File: src/rtl/alu_bitslice_pkg.sv
package alu_bitslice_pkg;
  typedef enum logic [1:0] {
    OP_AND  = 2'b00,
    OP_OR   = 2'b01,
    OP_SUM  = 2'b10,
    OP_LESS = 2'b11
  } alu_op_e;
endpackage

File: src/rtl/alu_slice.sv
module alu_slice
  import alu_bitslice_pkg::*;
(
  input  logic    a_bit,
  input  logic    b_bit,
  input  logic    flip,
  input  logic    cin,
  input  logic    less,
  input  alu_op_e op,
  output logic    res,
  output logic    gen,
  output logic    prop,
  output logic    sum
);
  logic bx;

  assign bx   = b_bit ^ flip;
  assign gen  = a_bit & bx;
  assign prop = a_bit | bx;
  assign sum  = a_bit ^ bx ^ cin;

  always_comb begin
    unique case (op)
      OP_AND:  res = gen;
      OP_OR:   res = prop;
      OP_SUM:  res = sum;
      default: res = less;
    endcase
  end
endmodule

File: src/rtl/cla_unit.sv
module cla_unit #(
  parameter int WIDTH = 4
) (
  input  logic [WIDTH-1:0] g,
  input  logic [WIDTH-1:0] p,
  input  logic             c0,
  output logic [WIDTH:0]   c
);
  // gc[0] is the external carry, gc[j] for j>0 is generate of bit j-1
  logic [WIDTH:0] gc;
  assign gc = {g, c0};

  always_comb begin
    logic acc;
    logic term;
    c[0] = c0;
    for (int i = 0; i < WIDTH; i++) begin
      acc = 1'b0;
      for (int j = 0; j <= i; j++) begin
        term = gc[j];
        for (int k = j; k <= i; k++) term = term & p[k];
        acc = acc | term;
      end
      c[i+1] = acc | g[i];
    end
  end
endmodule

File: src/rtl/alu_bitslice_top.sv
module alu_bitslice_top
  import alu_bitslice_pkg::*;
#(
  parameter int WIDTH = 4
) (
  input  logic             clk,
  input  logic             rst,
  input  logic [WIDTH-1:0] a_in,
  input  logic [WIDTH-1:0] b_in,
  input  logic             b_flip,
  input  logic [1:0]       op_sel,
  input  logic             c_in,
  output logic [WIDTH-1:0] res_q,
  output logic             cout_q
);
  localparam int MSB = WIDTH - 1;

  alu_op_e          op;
  logic [WIDTH-1:0] gen, prop, sum, res, less;
  logic [WIDTH:0]   carry;

  assign op = alu_op_e'(op_sel);

  cla_unit #(.WIDTH(WIDTH)) u_cla (
    .g  (gen),
    .p  (prop),
    .c0 (c_in),
    .c  (carry)
  );

  for (genvar i = 0; i < WIDTH; i++) begin : g_slice
    if (i == 0) begin : g_lsb
      assign less[i] = sum[MSB];
    end else begin : g_upper
      assign less[i] = 1'b0;
    end

    alu_slice u_slice (
      .a_bit (a_in[i]),
      .b_bit (b_in[i]),
      .flip  (b_flip),
      .cin   (carry[i]),
      .less  (less[i]),
      .op    (op),
      .res   (res[i]),
      .gen   (gen[i]),
      .prop  (prop[i]),
      .sum   (sum[i])
    );


    carry_chain_chk: assert property (@(posedge clk) disable iff (rst)
      carry[i+1] == (gen[i] | (prop[i] & carry[i])));
  end

  always_ff @(posedge clk) begin
    if (rst) begin
      res_q  <= '0;
      cout_q <= 1'b0;
    end else begin
      res_q  <= res;
      cout_q <= carry[WIDTH];
    end
  end

  // Arithmetic reference for the checks below
  logic [WIDTH-1:0] b_eff;
  logic [WIDTH:0]   arith_ref;
  assign b_eff     = b_in ^ {WIDTH{b_flip}};
  assign arith_ref = {1'b0, a_in} + {1'b0, b_eff} + {{WIDTH{1'b0}}, c_in};


  sum_result_chk: assert property (@(posedge clk) disable iff (rst)
    (op_sel == 2'b10) |=> (res_q == $past(arith_ref[MSB:0])));


  carry_out_chk: assert property (@(posedge clk) disable iff (rst)
    1'b1 |=> (cout_q == $past(arith_ref[WIDTH])));


  less_result_chk: assert property (@(posedge clk) disable iff (rst)
    (op_sel == 2'b11) |=> (res_q == {{MSB{1'b0}}, $past(arith_ref[MSB])}));


  and_result_chk: assert property (@(posedge clk) disable iff (rst)
    (op_sel == 2'b00) |=> (res_q == $past(a_in & b_eff)));


  reset_clear_chk: assert property (@(posedge clk)
    rst |=> (res_q == '0 && !cout_q));
endmodule

File: config.mk
export PLATFORM = sky130hd
export DESIGN_NAME = alu_bitslice_top
export DESIGN_NICKNAME = d
export VERILOG_FILES = /design/src/rtl/alu_bitslice_pkg.sv /design/src/rtl/alu_slice.sv /design/src/rtl/cla_unit.sv /design/src/rtl/alu_bitslice_top.sv
export SDC_FILE = /design/constraint.sdc
export NUM_CORES = 1
export LEC_CHECK = 0
export BUFFER_PORTS_ARGS = -buffer_cell sky130_fd_sc_hd__buf_2
export CAP_MARGIN = 20
export CORE_AREA = 2 2 39 41
export DETAILED_ROUTE_END_ITERATION = 16
export DIE_AREA = 0 0 41 43
export PLACE_DENSITY = 0.77
export SYNTH_ARGS = -nofsm -noshare
export SYNTH_HDL_FRONTEND = slang
export SYNTH_SLANG_ARGS = --single-unit
File: constraint.sdc
create_clock -name clk -period 4.1 [get_ports clk]
set_input_delay 0.82 -clock clk [delete_from_list [all_inputs] [get_ports clk]]
set_output_delay 0.82 -clock clk [all_outputs]
set_load 0.02 [all_outputs]
# Word-level counts from Yosys, hierarchy flattened
# Cells that the tools add are included.
[totals] register_bits=5 input_bits=14 wordCells=49
[op_classes] eq_ne=2 muxes=4 bitwise_logic=40 reduce_logical=1
[ops] cell="$and 1x1->1" n=14
[ops] cell="$or 1x1->1" n=14
[ops] cell="$pmux 1 s3" n=4
[ops] cell="$xor 1x1->1" n=12
[ops] cell="$eq 2x1->1 const B" n=1
[ops] cell="$eq 2x2->1 const B" n=1
[ops] cell="$logic_not 2->1" n=1

# Depth between registers and ports, before layout
# Gate-level depths: netlist of run 1.
[logic_depth] depth_word=10 ltp_mapped=7 ltp_nobuf=7

# Hierarchy
# Synthesis of run 1 repeated with hierarchy kept, for this count alone.
[unflattened] cells_unflattened=37 area_unflattened_um2=416.6
[by_module_without_submodules] mod="alu_slice" instances=4 cells_each=5 area_each_um2=58.8 seq_area_each_um2=0.0
[by_module_without_submodules] mod="alu_bitslice_top" instances=1 cells_each=11 area_each_um2=135.1 seq_area_each_um2=100.1
[by_module_without_submodules] mod="cla_unit" instances=1 cells_each=6 area_each_um2=46.3 seq_area_each_um2=0.0

# Worst setup path before layout of run 1
# Ideal clock, no wire load.
[synth_path] kind="input -> register" start="input port b_flip" end="register res_q[0]" setup_time_ns=0.088 t_arrival_ns=2.269 t_required_ns=4.012 setup_slack_ns=1.743 cell_stages=7 n_path_buf=0 path_cell_list="xor2_1 > inv_1 > ha_1 > nand2b_1 > a221oi_4 > mux2_4 > a311oi_2"
[synth_via] elab_chain_cells=10 elab_cells_between_ends=24 cone_classes="mux: 1; bitwise: 23"
[synth_rtl] item="start, declared" line_no="alu_bitslice_top.sv:10" rtl="input logic b_flip,"
[synth_rtl] item="$xor 1x1->1" line_no="alu_slice.sv:17" rtl="assign bx = b_bit ^ flip;"
[synth_rtl] item="$or 1x1->1" line_no="alu_slice.sv:19" rtl="assign prop = a_bit | bx;"
[synth_rtl] item="$and 1x1->1 (3 in series)" line_no="cla_unit.sv:21" rtl="for (int k = j; k <= i; k++) term = term & p[k];"
[synth_rtl] item="$or 1x1->1 (2 in series)" line_no="cla_unit.sv:22" rtl="acc = acc | term;"
[synth_rtl] item="$or 1x1->1" line_no="cla_unit.sv:24" rtl="c[i+1] = acc | g[i];"
[synth_rtl] item="$xor 1x1->1" line_no="alu_slice.sv:20" rtl="assign sum = a_bit ^ bx ^ cin;"
[synth_rtl] item="$pmux 1 s3 (*)" line_no="alu_slice.sv:23" rtl="unique case (op)"
[synth_rtl] item="end signal, assigned" line_no="alu_bitslice_top.sv:61" rtl="res_q <= res;"
[synth_rtl] item="end, declared" line_no="alu_bitslice_top.sv:13" rtl="output logic [WIDTH-1:0] res_q,"
# Mark *: on every way between the ends. The rest lies on a longest branch, timed or not.
# A chain may end at the register's enable or synchronous reset.

# Worst setup path after layout of run 1
# Same ends and word-level chain as after synthesis.

==> flow_metrics.env, run 1 <==
export IMPL_status="finished clean"
export IMPL_core_um2=1380
export IMPL_async_flop_share_pct=0
export IMPL_wl_um=1060
export IMPL_hold_depth=2
export IMPL_combinationalPowerShare_pct=42.2
export IMPL_antenna_found_initial=0
export IMPL_worst_slack_ps=1720
export IMPL_hpwl_um=946
export IMPL_ys_ff_latch=5
export IMPL_design_area_um2=684
export IMPL_drt_met1_wl_um=431
export IMPL_ys_flop_type="dfxtp_1"
export IMPL_drive_gt1_share_pct=31.0
export IMPL_synth_seq_area_share_pct=17.8
export IMPL_postCtsResizedCells=0
export IMPL_h_tree_depth=1
export IMPL_post_cts_setup_buffers=0
export IMPL_fin_setup_tns_ps=0
export IMPL_path_clk_slew_ps=40
export IMPL_die_area_um2=1760
export IMPL_crit_chain="buf_2 > xor2_1 > inv_1 > ha_1 > nand2b_1 > a221oi_4 > mux2_4 > a311oi_2"
export IMPL_first_iter_violations=4
export IMPL_hold_path_end="res_q[0]"
export IMPL_gp_congestion=0.733
export IMPL_yosysTopAreaCellShare_pct=17.8
export IMPL_rows=14
export IMPL_synth_edf_count=0
export IMPL_max_stage_delay_ps=330
export IMPL_area_growth_pct=21.6
export IMPL_ios=19
export IMPL_share_clk_of_total_power_pct=28.6
export IMPL_p_sw_share_pct=33.1
export IMPL_p_seq_share_pct=29.2
export IMPL_crit_required_ps=4250
export IMPL_critPathSlowestCell="mux2_4"
export IMPL_grt_pass1_wl_um=1790
export IMPL_max_vdd_ir_drop_mv=0.0818
export IMPL_cp_end_kind="flop"
export IMPL_nets=108
export IMPL_hold_path_class="in2reg"
export IMPL_post_drt_via_cell_ratio=5.03
export IMPL_post_route_min_period_ps=2380
export IMPL_ctsHoldBuffers=0
export IMPL_clock_path_buffers=2
export IMPL_power_density_nw_per_um2=276
export IMPL_wl_met2_um=566
export IMPL_hold_viol=0
export IMPL_synth_top_area_cell="dfxtp_1"
export IMPL_period_share_pct=58.0
export IMPL_worst_pin_slew_ps=324
export IMPL_grt_total_usage_pct=14.3
export IMPL_clock_sinks=5
export IMPL_place_inst=96
export IMPL_total_leakage_power_uw=0.000355
export IMPL_grt_max_degree=11
export IMPL_p_switching_uw=62.6
export IMPL_wl_met3_um=65
export IMPL_grt_pass1_vias=457
export IMPL_grt_overflow=0
export IMPL_yosys_warnings=0
export IMPL_antenna_cells=0
export IMPL_fp_dieW_um=41
export IMPL_post_dp_cell_area_um2=658
export IMPL_p_int_uw=126
export IMPL_numCtsBuffers=3
export IMPL_clock_fmax_ghz=0.421
export IMPL_io_buffer_count=18
export IMPL_num_vias=503
export IMPL_dieHeight_um=43
export IMPL_slew_viol_final=0
export IMPL_arrival_ps=2520
export IMPL_rsz0062_at_grt="no"
export IMPL_place_ws_ps=1480
export IMPL_start_kind="primary input"
export IMPL_min_from="rst"
export IMPL_n_fill_cell=138
export IMPL_start_util_pct=40.7
export IMPL_finalSetupViolations=0
export IMPL_relSlewSlack_pct=78.1
export IMPL_drt_pass1_iter_count=4
export IMPL_worstPathMaxFanout=4
export IMPL_synth_area_um2=563
export IMPL_crit_type="in2reg"
export IMPL_drv_cap=0
export IMPL_drc=0
export IMPL_syn_num_nets=87
export IMPL_maxUsedRoutingLayer="met3"
export IMPL_synth_area_per_cell_um2=8.80
export IMPL_wl_per_cell_um=10.6
export IMPL_final_cell_count_no_fill=100
export IMPL_yosysUniqueCellTypes=26
export IMPL_synth_most_common_cell="inv_1"
export IMPL_postSynthCellCount=64
export IMPL_synth_common_cells="inv_1 (14), ha_1 (8), nor2_1 (7)"
export IMPL_cts_tree="done"
export IMPL_clockRootBuffer="clkbuf_4"
export IMPL_synth_area_leaders="dfxtp_1 (18%), ha_1 (18%), inv_1 (9.3%)"
export IMPL_ant_nets=0
## worst max-delay path: cells and delay by family
family	cells	cell delay, ps
buf+inv	2	230
compound gates	2	550
fa+ha+maj	1	200
xor+xnor	1	190
mux	1	330
simple gates	1	190
## worst max-delay path by stage
stage | startpoint | cells after the start | end | slack [ps]
6_report | b_flip | 8 | res_q[0] | 1720
5_1_grt | b_flip | 8 | res_q[0] | 1590
4_1_cts | b_flip | 8 | res_q[0] | 1720
3_5_place_dp | b_flip | 8 | res_q[0] | 1480
3_3_place_gp | b_flip | 8 | res_q[0] | 1530
2_1_floorplan | b_flip | 7 | res_q[0] | 1740
## cell usage in the layout (no fill, tap or decap)
master     Yosys  layout
buf_2          0      18
inv_1         14      14
ha_1           8       8
nor2_1         7       7
dfxtp_1        5       5
xor2_1         3       3
a21oi_1        3       3
clkbuf_4       0       3
xnor2_1        2       2
mux2i_1        2       2
nand2_1        2       2
o311ai_0       2       2
nand2b_1       1       1
nor2_2         1       1
a221oi_4       1       1
mux2_4         1       1
mux4_2         1       1
a311oi_2       1       1
nand3_1        1       1
o2111ai_1      1       1
o21bai_1       1       1
nand4bb_1      1       1
nor4b_1        1       1
o21ai_0        1       1
a211oi_1       1       1
fa_1           1       1
clkbuf_1       1       1
## final cells by class
| cell class | count | area, µm² | share of cell area [%] |
|---|---|---|---|
| clock buffer | 4 | 26.3 | 3.84 |
| multi-input combinational | 43 | 395 | 57.8 |
| inverter | 14 | 52.6 | 7.68 |
| tap | 16 | 20.0 | 2.93 |
| sequential | 5 | 100 | 14.6 |
| timing repair buffer | 18 | 90.1 | 13.2 |
## sequential cells by signal, indices dropped and copies added (netlist names)
signal  cells
res_q       4
cout_q      1
## metrics by stage
stage | util (%) | total power [µW] | hold WS [ps]
6_report | 49.5 | 189 | 845
3_5_place_dp | 47.6 | 136 | 1080
5_1_grt | 49.5 | 205 | 847
2_1_floorplan | - | 115 | 888
3_3_place_gp | 47.6 | 134 | 1070
4_1_cts | 49.5 | 193 | 838
## power groups by stage
stage / clock [µW] / sequential, µW / combinational [µW]
after floorplan: 0 / 63.0 / 51.8
after global placement: 0 / 55.8 / 77.8
after detailed placement: 0 / 56.1 / 80.3
after CTS: 57.0 / 55.3 / 80.6
after global routing: 59.4 / 55.9 / 89.7
final: 54.1 / 55.1 / 79.8
## layer usage
layer	vias up	global-route usage (%)
li1	254	-
met3	0	0
met2	18	24.7
met5	-	0
met4	0	6.00
met1	231	17.5
## cell families (layout without fill, tap and decap cells)
logic type      after synthesis  count (layout)  share of synthesized area [%]
buf+inv                      16              36                           12.0
compound gates               11              11                           18.2
mux                           4               4                           10.2
fa+ha+maj                     9               9                           21.3
xor+xnor                      5               5                           7.78
flops                         5               5                           17.8
simple gates                 14              14                           12.7
Power figures use the tool's default switching activity.
==> run 2: changes to the inputs <==
--- a/config.mk
+++ b/config.mk
@@ -5,6 +5,7 @@
 export SDC_FILE = /design/constraint.sdc
 export NUM_CORES = 1
 export LEC_CHECK = 0
+export ABC_AREA = 1
 export BUFFER_PORTS_ARGS = -buffer_cell sky130_fd_sc_hd__buf_2
 export CAP_MARGIN = 20
 export CORE_AREA = 2 2 39 41
==> constraint.sdc (replaced) <==
create_clock -name clk -period 1.95 [get_ports clk]
set_input_delay 0.39 -clock clk [delete_from_list [all_inputs] [get_ports clk]]
set_output_delay 0.39 -clock clk [all_outputs]
set_load 0.02 [all_outputs]
==> run 2 against run 1 <==
Synthesized area fell by 5.3%. Synthesized cell count rose by 19%. Sequential share of layout area rose by 0.33 points.
==> flow_metrics.env, run 2 <==
export IMPL_status="finished clean"
export IMPL_design_area_um2=669
export IMPL_io_buffer_count=18
export IMPL_post_cts_setup_buffers=0
export IMPL_numCtsBuffers=3
export IMPL_rsz0062_at_grt="no"
export IMPL_finalSetupViolations=0
export IMPL_grt_pass1_vias=434
export IMPL_hpwl_um=858
export IMPL_ys_ff_latch=5
export IMPL_crit_chain="buf_2 > xnor2_1 > ha_1 > inv_1 > nand3_1 > nand3_2 > or2_0 > nand3_1 > a21oi_2"
export IMPL_ant_nets=0
export IMPL_synth_most_common_cell="inv_1"
export IMPL_antenna_cells=0
export IMPL_final_cell_mix="inv_1 (20), buf_2 (18), nand2_1 (11), ha_1 (8), nand3_1 (6)"
export IMPL_crit_type="in2reg"
export IMPL_num_vias=517
export IMPL_synth_area_per_cell_um2=7.01
export IMPL_synth_seq_area_share_pct=18.8
export IMPL_synth_top_area_cell="dfxtp_1"
export IMPL_synth_mux_area_share_pct=0
export IMPL_post_dp_cell_area_um2=643
export IMPL_post_route_min_period_ps=1590
export IMPL_fin_setup_tns_ps=0
export IMPL_ios=19
export IMPL_synth_top_family_by_area="simple AND/OR/NAND/NOR gates"
export IMPL_dieHeight_um=43
export IMPL_slew_viol_final=0
export IMPL_synth_area_um2=533
export IMPL_largest_reg_flops=4
export IMPL_nets=122
export IMPL_max_stage_delay_ps=300
export IMPL_cts_tree="done"
export IMPL_synth_common_cells="inv_1 (20), nand2_1 (11), ha_1 (8)"
export IMPL_clock_sinks=5
export IMPL_postSynthCellCount=76
export IMPL_crit_required_ps=2070
export IMPL_drive_gt1_share_pct=28.6
export IMPL_grt_total_usage_pct=13.2
export IMPL_synthAdderAreaFrac_pct=22.5
export IMPL_clock_path_buffers=2
export IMPL_wl_um=970
export IMPL_h_tree_depth=1
export IMPL_syn_num_nets=99
export IMPL_ctsHoldBuffers=0
export IMPL_antenna_found_initial=0
export IMPL_hold_viol=0
export IMPL_gp_congestion=0.846
export IMPL_arrival_ps=1710
export IMPL_worst_pin_slew_ps=304
export IMPL_async_flop_share_pct=0
export IMPL_drc=0
export IMPL_grt_overflow=0
export IMPL_synth_compound_area_share_pct=11.5
export IMPL_relSlewSlack_pct=79.6
export IMPL_clockRootBuffer="clkbuf_4"
export IMPL_hold_path_end="res_q[2]"
export IMPL_synth_area_leaders="dfxtp_1 (19%), ha_1 (19%), inv_1 (14%)"
export IMPL_post_drt_via_cell_ratio=4.54
export IMPL_max_vdd_ir_drop_mv=0.141
export IMPL_yosysTopAreaCellShare_pct=18.8
export IMPL_top_register="res_q"
export IMPL_wl_per_cell_um=8.51
export IMPL_grt_max_degree=6
export IMPL_die_area_um2=1760
export IMPL_start_util_pct=38.5
export IMPL_drv_cap=0
export IMPL_synth_simple_area_share_pct=22.8
export IMPL_area_growth_pct=25.6
export IMPL_rows=14
export IMPL_postCtsResizedCells=0
export IMPL_top_regs="res_q (4), cout_q (1)"
export IMPL_path_clk_slew_ps=40
export IMPL_start_kind="primary input"
export IMPL_hold_depth=2
export IMPL_hold_path_class="in2reg"
export IMPL_power_density_nw_per_um2=567
export IMPL_core_um2=1380
export IMPL_drt_pass1_iter_count=4
export IMPL_yosysUniqueCellTypes=20
export IMPL_grt_pass1_wl_um=1680
export IMPL_total_leakage_power_uw=0.000403
export IMPL_cp_end_kind="flop"
export IMPL_mostFrequentLayoutCell="inv_1"
export IMPL_critPathSlowestCell="xnor2_1"
export IMPL_synthXorXnorAreaFrac_pct=8.22
export IMPL_synth_edf_count=0
export IMPL_ys_flop_type="dfxtp_1"
export IMPL_clock_fmax_ghz=0.630
export IMPL_period_share_pct=81.3
export IMPL_min_from="rst"
export IMPL_worstPathMaxFanout=4
export IMPL_yosys_warnings=0
export IMPL_worst_path_buf_inv=2
export IMPL_cp_common_cell="nand3_1"
export IMPL_path_delay_family="simple AND/OR/NAND/NOR gates"
export IMPL_fp_dieW_um=41
export IMPL_first_iter_violations=9
## run 2: layout make-up
class	count	area (µm²)
well taps	16	20.0
multi-input cells	48	347
flip-flops and latches	5	100
fillers	150	714
repair buffers	18	90.1
clock buffers	4	26.3
inverters	23	86.3
## run 2: per-layer routing
metal  global-route usage (%)  up-vias  part of all wire [%]  routed length (µm)
li1                         -      278                     -                   -
met1                     16.5      223                    44                 427
met2                     22.2       16                    51                 495
met3                        0        0                   4.8                  47
met4                     6.00        0                     0                   0
met5                        0        -                     0                   0
## run 2: per-stage QoR
| step | instances | hold WS (ps) | setup slack (ps) | utilization [%] | power, µW |
|---|---|---|---|---|---|
| after floorplan | 76 | 452 | 467 | - | 222 |
| after global placement | 110 | 613 | 212 | 46.5 | 263 |
| after detailed placement | 110 | 620 | 150 | 46.5 | 268 |
| after CTS | 114 | 371 | 401 | 48.4 | 386 |
| after global routing | 114 | 386 | 264 | 48.4 | 416 |
| final | 114 | 379 | 364 | 48.4 | 379 |
## run 2: where the power goes
part / internal (µW) / switching (µW)
Sequential: 113 / 1.76
Combinational: 62.2 / 88.8
Clock: 77.0 / 36.7
Total: 252 / 127
## run 2: cell families (layout without fill, tap and decap cells)
group | after synthesis | after routing
simple gates | 26 | 26
xor+xnor | 5 | 5
compound gates | 8 | 8
fa+ha+maj | 9 | 9
flops | 5 | 5
buf+inv | 23 | 45
## run 2: how the worst max path moves through the flow
stage | cells after the start | startpoint | slack [ps] | endpoint
2_1_floorplan | 7 | b_flip | 470 | res_q[0]
3_3_place_gp | 12 | b_flip | 210 | res_q[0]
3_5_place_dp | 9 | b_flip | 150 | res_q[2]
4_1_cts | 9 | b_flip | 400 | res_q[2]
5_1_grt | 12 | b_flip | 260 | res_q[0]
6_report | 9 | b_flip | 360 | res_q[2]
==> run 3: changes to the inputs <==
--- a/config.mk
+++ b/config.mk
@@ -5,13 +5,12 @@
 export SDC_FILE = /design/constraint.sdc
 export NUM_CORES = 1
 export LEC_CHECK = 0
-export ABC_AREA = 1
+export ABC_AREA = 0
 export BUFFER_PORTS_ARGS = -buffer_cell sky130_fd_sc_hd__buf_2
 export CAP_MARGIN = 20
-export CORE_AREA = 2 2 39 41
+export CORE_UTILIZATION = 43
 export DETAILED_ROUTE_END_ITERATION = 16
-export DIE_AREA = 0 0 41 43
-export PLACE_DENSITY = 0.77
+export PLACE_DENSITY = 0.81
 export SYNTH_ARGS = -nofsm -noshare
 export SYNTH_HDL_FRONTEND = slang
 export SYNTH_SLANG_ARGS = --single-unit
==> constraint.sdc (replaced) <==
create_clock -name clk -period 1.4 [get_ports clk]
set_input_delay 0.28 -clock clk [delete_from_list [all_inputs] [get_ports clk]]
set_output_delay 0.28 -clock clk [all_outputs]
set_load 0.02 [all_outputs]
==> run 3 against run 2 <==
The flow now finishes with violations (negative setup slack). Global-route usage grew 1.2 points. Count of clock-buffer cells in the layout unchanged. Non-clock buffer count increased by 13. Critical path depth shrank 1. Core utilization is 25 points higher. Die area down 17%.
==> flow_metrics.env, run 3 (synthesis gave the netlist of run 1 again) <==
export IMPL_status="finished, violations left"
export IMPL_violations="negative setup slack"
export IMPL_period_share_pct=117
export IMPL_crit_chain="buf_8 > xor2_2 > inv_2 > ha_4 > nand2b_4 > a221oi_4 > mux2_4 > a311oi_2"
export IMPL_numCtsBuffers=3
export IMPL_die_area_um2=1460
export IMPL_drv_cap=0
export IMPL_clock_path_buffers=2
export IMPL_ant_nets=0
export IMPL_num_vias=524
export IMPL_design_area_um2=845
export IMPL_nets=121
export IMPL_grt_total_usage_pct=14.4
export IMPL_grt_max_degree=10
export IMPL_area_growth_pct=50.0
export IMPL_io_buffer_count=18
export IMPL_post_route_min_period_ps=1630
export IMPL_grt_pass1_wl_um=1480
export IMPL_n_fill_cell=74
export IMPL_crit_type="in2reg"
export IMPL_gp_congestion=0.834
export IMPL_total_leakage_power_uw=0.000438
export IMPL_post_drt_via_cell_ratio=4.72
export IMPL_wl_um=1080
export IMPL_drive_gt1_share_pct=47.4
export IMPL_relSlewSlack_pct=81.0
export IMPL_drt_pass1_iter_count=4
export IMPL_h_tree_depth=1
export IMPL_multi_input_area_um2=450
export IMPL_rsz0062_at_grt="yes"
export IMPL_hold_viol=0
export IMPL_power_density_nw_per_um2=734
export IMPL_critPathSlowestCell="mux2_4"
export IMPL_top_register="res_q"
export IMPL_cp_end_kind="flop"
export IMPL_antenna_found_initial=0
export IMPL_path_delay_family="compound AO/OA/AOI/OAI gates"
export IMPL_dieHeight_um=38.2
export IMPL_start_util_pct=48.7
export IMPL_max_vdd_ir_drop_mv=0.304
export IMPL_path_clk_slew_ps=40
export IMPL_rows=12
export IMPL_place_ws_ps=-566
export IMPL_crit_required_ps=1550
export IMPL_clock_sinks=5
export IMPL_clock_fmax_ghz=0.613
export IMPL_first_iter_violations=11
export IMPL_ios=19
export IMPL_start_kind="primary input"
export IMPL_finalSetupViolations=3
export IMPL_wl_per_cell_um=9.73
export IMPL_cts_tree="done"
export IMPL_seqCellArea_um2=100
export IMPL_worst_pin_slew_ps=282
export IMPL_hold_depth=2
export IMPL_slew_viol_final=0
export IMPL_grt_overflow=0
export IMPL_fp_dieW_um=38.2
export IMPL_clockRootBuffer="clkbuf_4"
export IMPL_worst_slack_ps=-232
export IMPL_worst_path_buf_inv=2
export IMPL_arrival_ps=1780
export IMPL_drc=0
export IMPL_hpwl_um=880
export IMPL_min_from="rst"
export IMPL_hold_path_class="in2reg"
export IMPL_core_um2=1160
export IMPL_final_cell_mix="buf_2 (17), inv_1 (13), buf_4 (13), nor2_1 (7), ha_1 (6)"
export IMPL_hold_path_end="res_q[0]"
export IMPL_mostFrequentLayoutCell="buf_2"
export IMPL_largest_reg_flops=4
export IMPL_top_regs="res_q (4), cout_q (1)"
export IMPL_antenna_cells=0
export IMPL_grt_pass1_vias=419
export IMPL_max_stage_delay_ps=330
export IMPL_post_dp_cell_area_um2=741
export IMPL_worstPathMaxFanout=4
## run 3: cell types whose count changed in the layout (fill, tap and decap cells not counted), moves of 3 or more
| cell | delta |
|---|---|
| nand3_1 | -5 |
| nand2_1 | -9 |
| buf_4 | +13 |
| inv_1 | -7 |
| nor2_1 | +3 |
## run 3: layout make-up
class,count,share of cell area [%]
multi-input combinational,43,53.3
timing repair buffer,31,23.4
sequential,5,11.9
inverter,14,6.22
clock buffer,4,3.11
tap,14,2.07
## run 3: worst max path at each step
stage             from  endpoint  cells after the start
5_1_grt         b_flip  res_q[0]                      8
6_report        b_flip  res_q[0]                      8
3_3_place_gp    b_flip  res_q[0]                      8
2_1_floorplan  b_in[0]  res_q[0]                      7
4_1_cts         b_flip  res_q[0]                      8
3_5_place_dp    b_flip  res_q[0]                      8
## run 3: through the flow
stage	setup TNS [ps]	power [µW]	utilization, %	cells	hold slack [ps]
detailed placement	-1730	431	64.1	103	528
floorplan	-382	340	-	64	348
finish	-326	620	73.1	111	295
global route	-460	657	73.1	111	293
CTS	-341	613	70.0	110	288
global placement	-1650	427	64.1	103	526
## run 3: repair_timing
item,in CTS,in global routing
buffers inserted,3,1
resized for setup,5,5
setup endpoints to repair,3,4
pin swaps,5,2
hold buffers,0,0
## run 3: layer usage
metal  routed length (µm)  share of wire, %  GRT usage (%)  up-vias
met5                    0                 0              0        -
met2                  567                53           26.7       14
li1                     -                 -              -      278
met4                    0                 0           8.04        0
met3                   44               4.1              0        0
met1                  468                43           16.4      232
## run 3: power breakdown
| group | internal (µW) | switching, µW |
|---|---|---|
| Clock | 107 | 54.5 |
| Sequential | 158 | 2.78 |
| Combinational | 152 | 146 |
| Total | 417 | 203 |
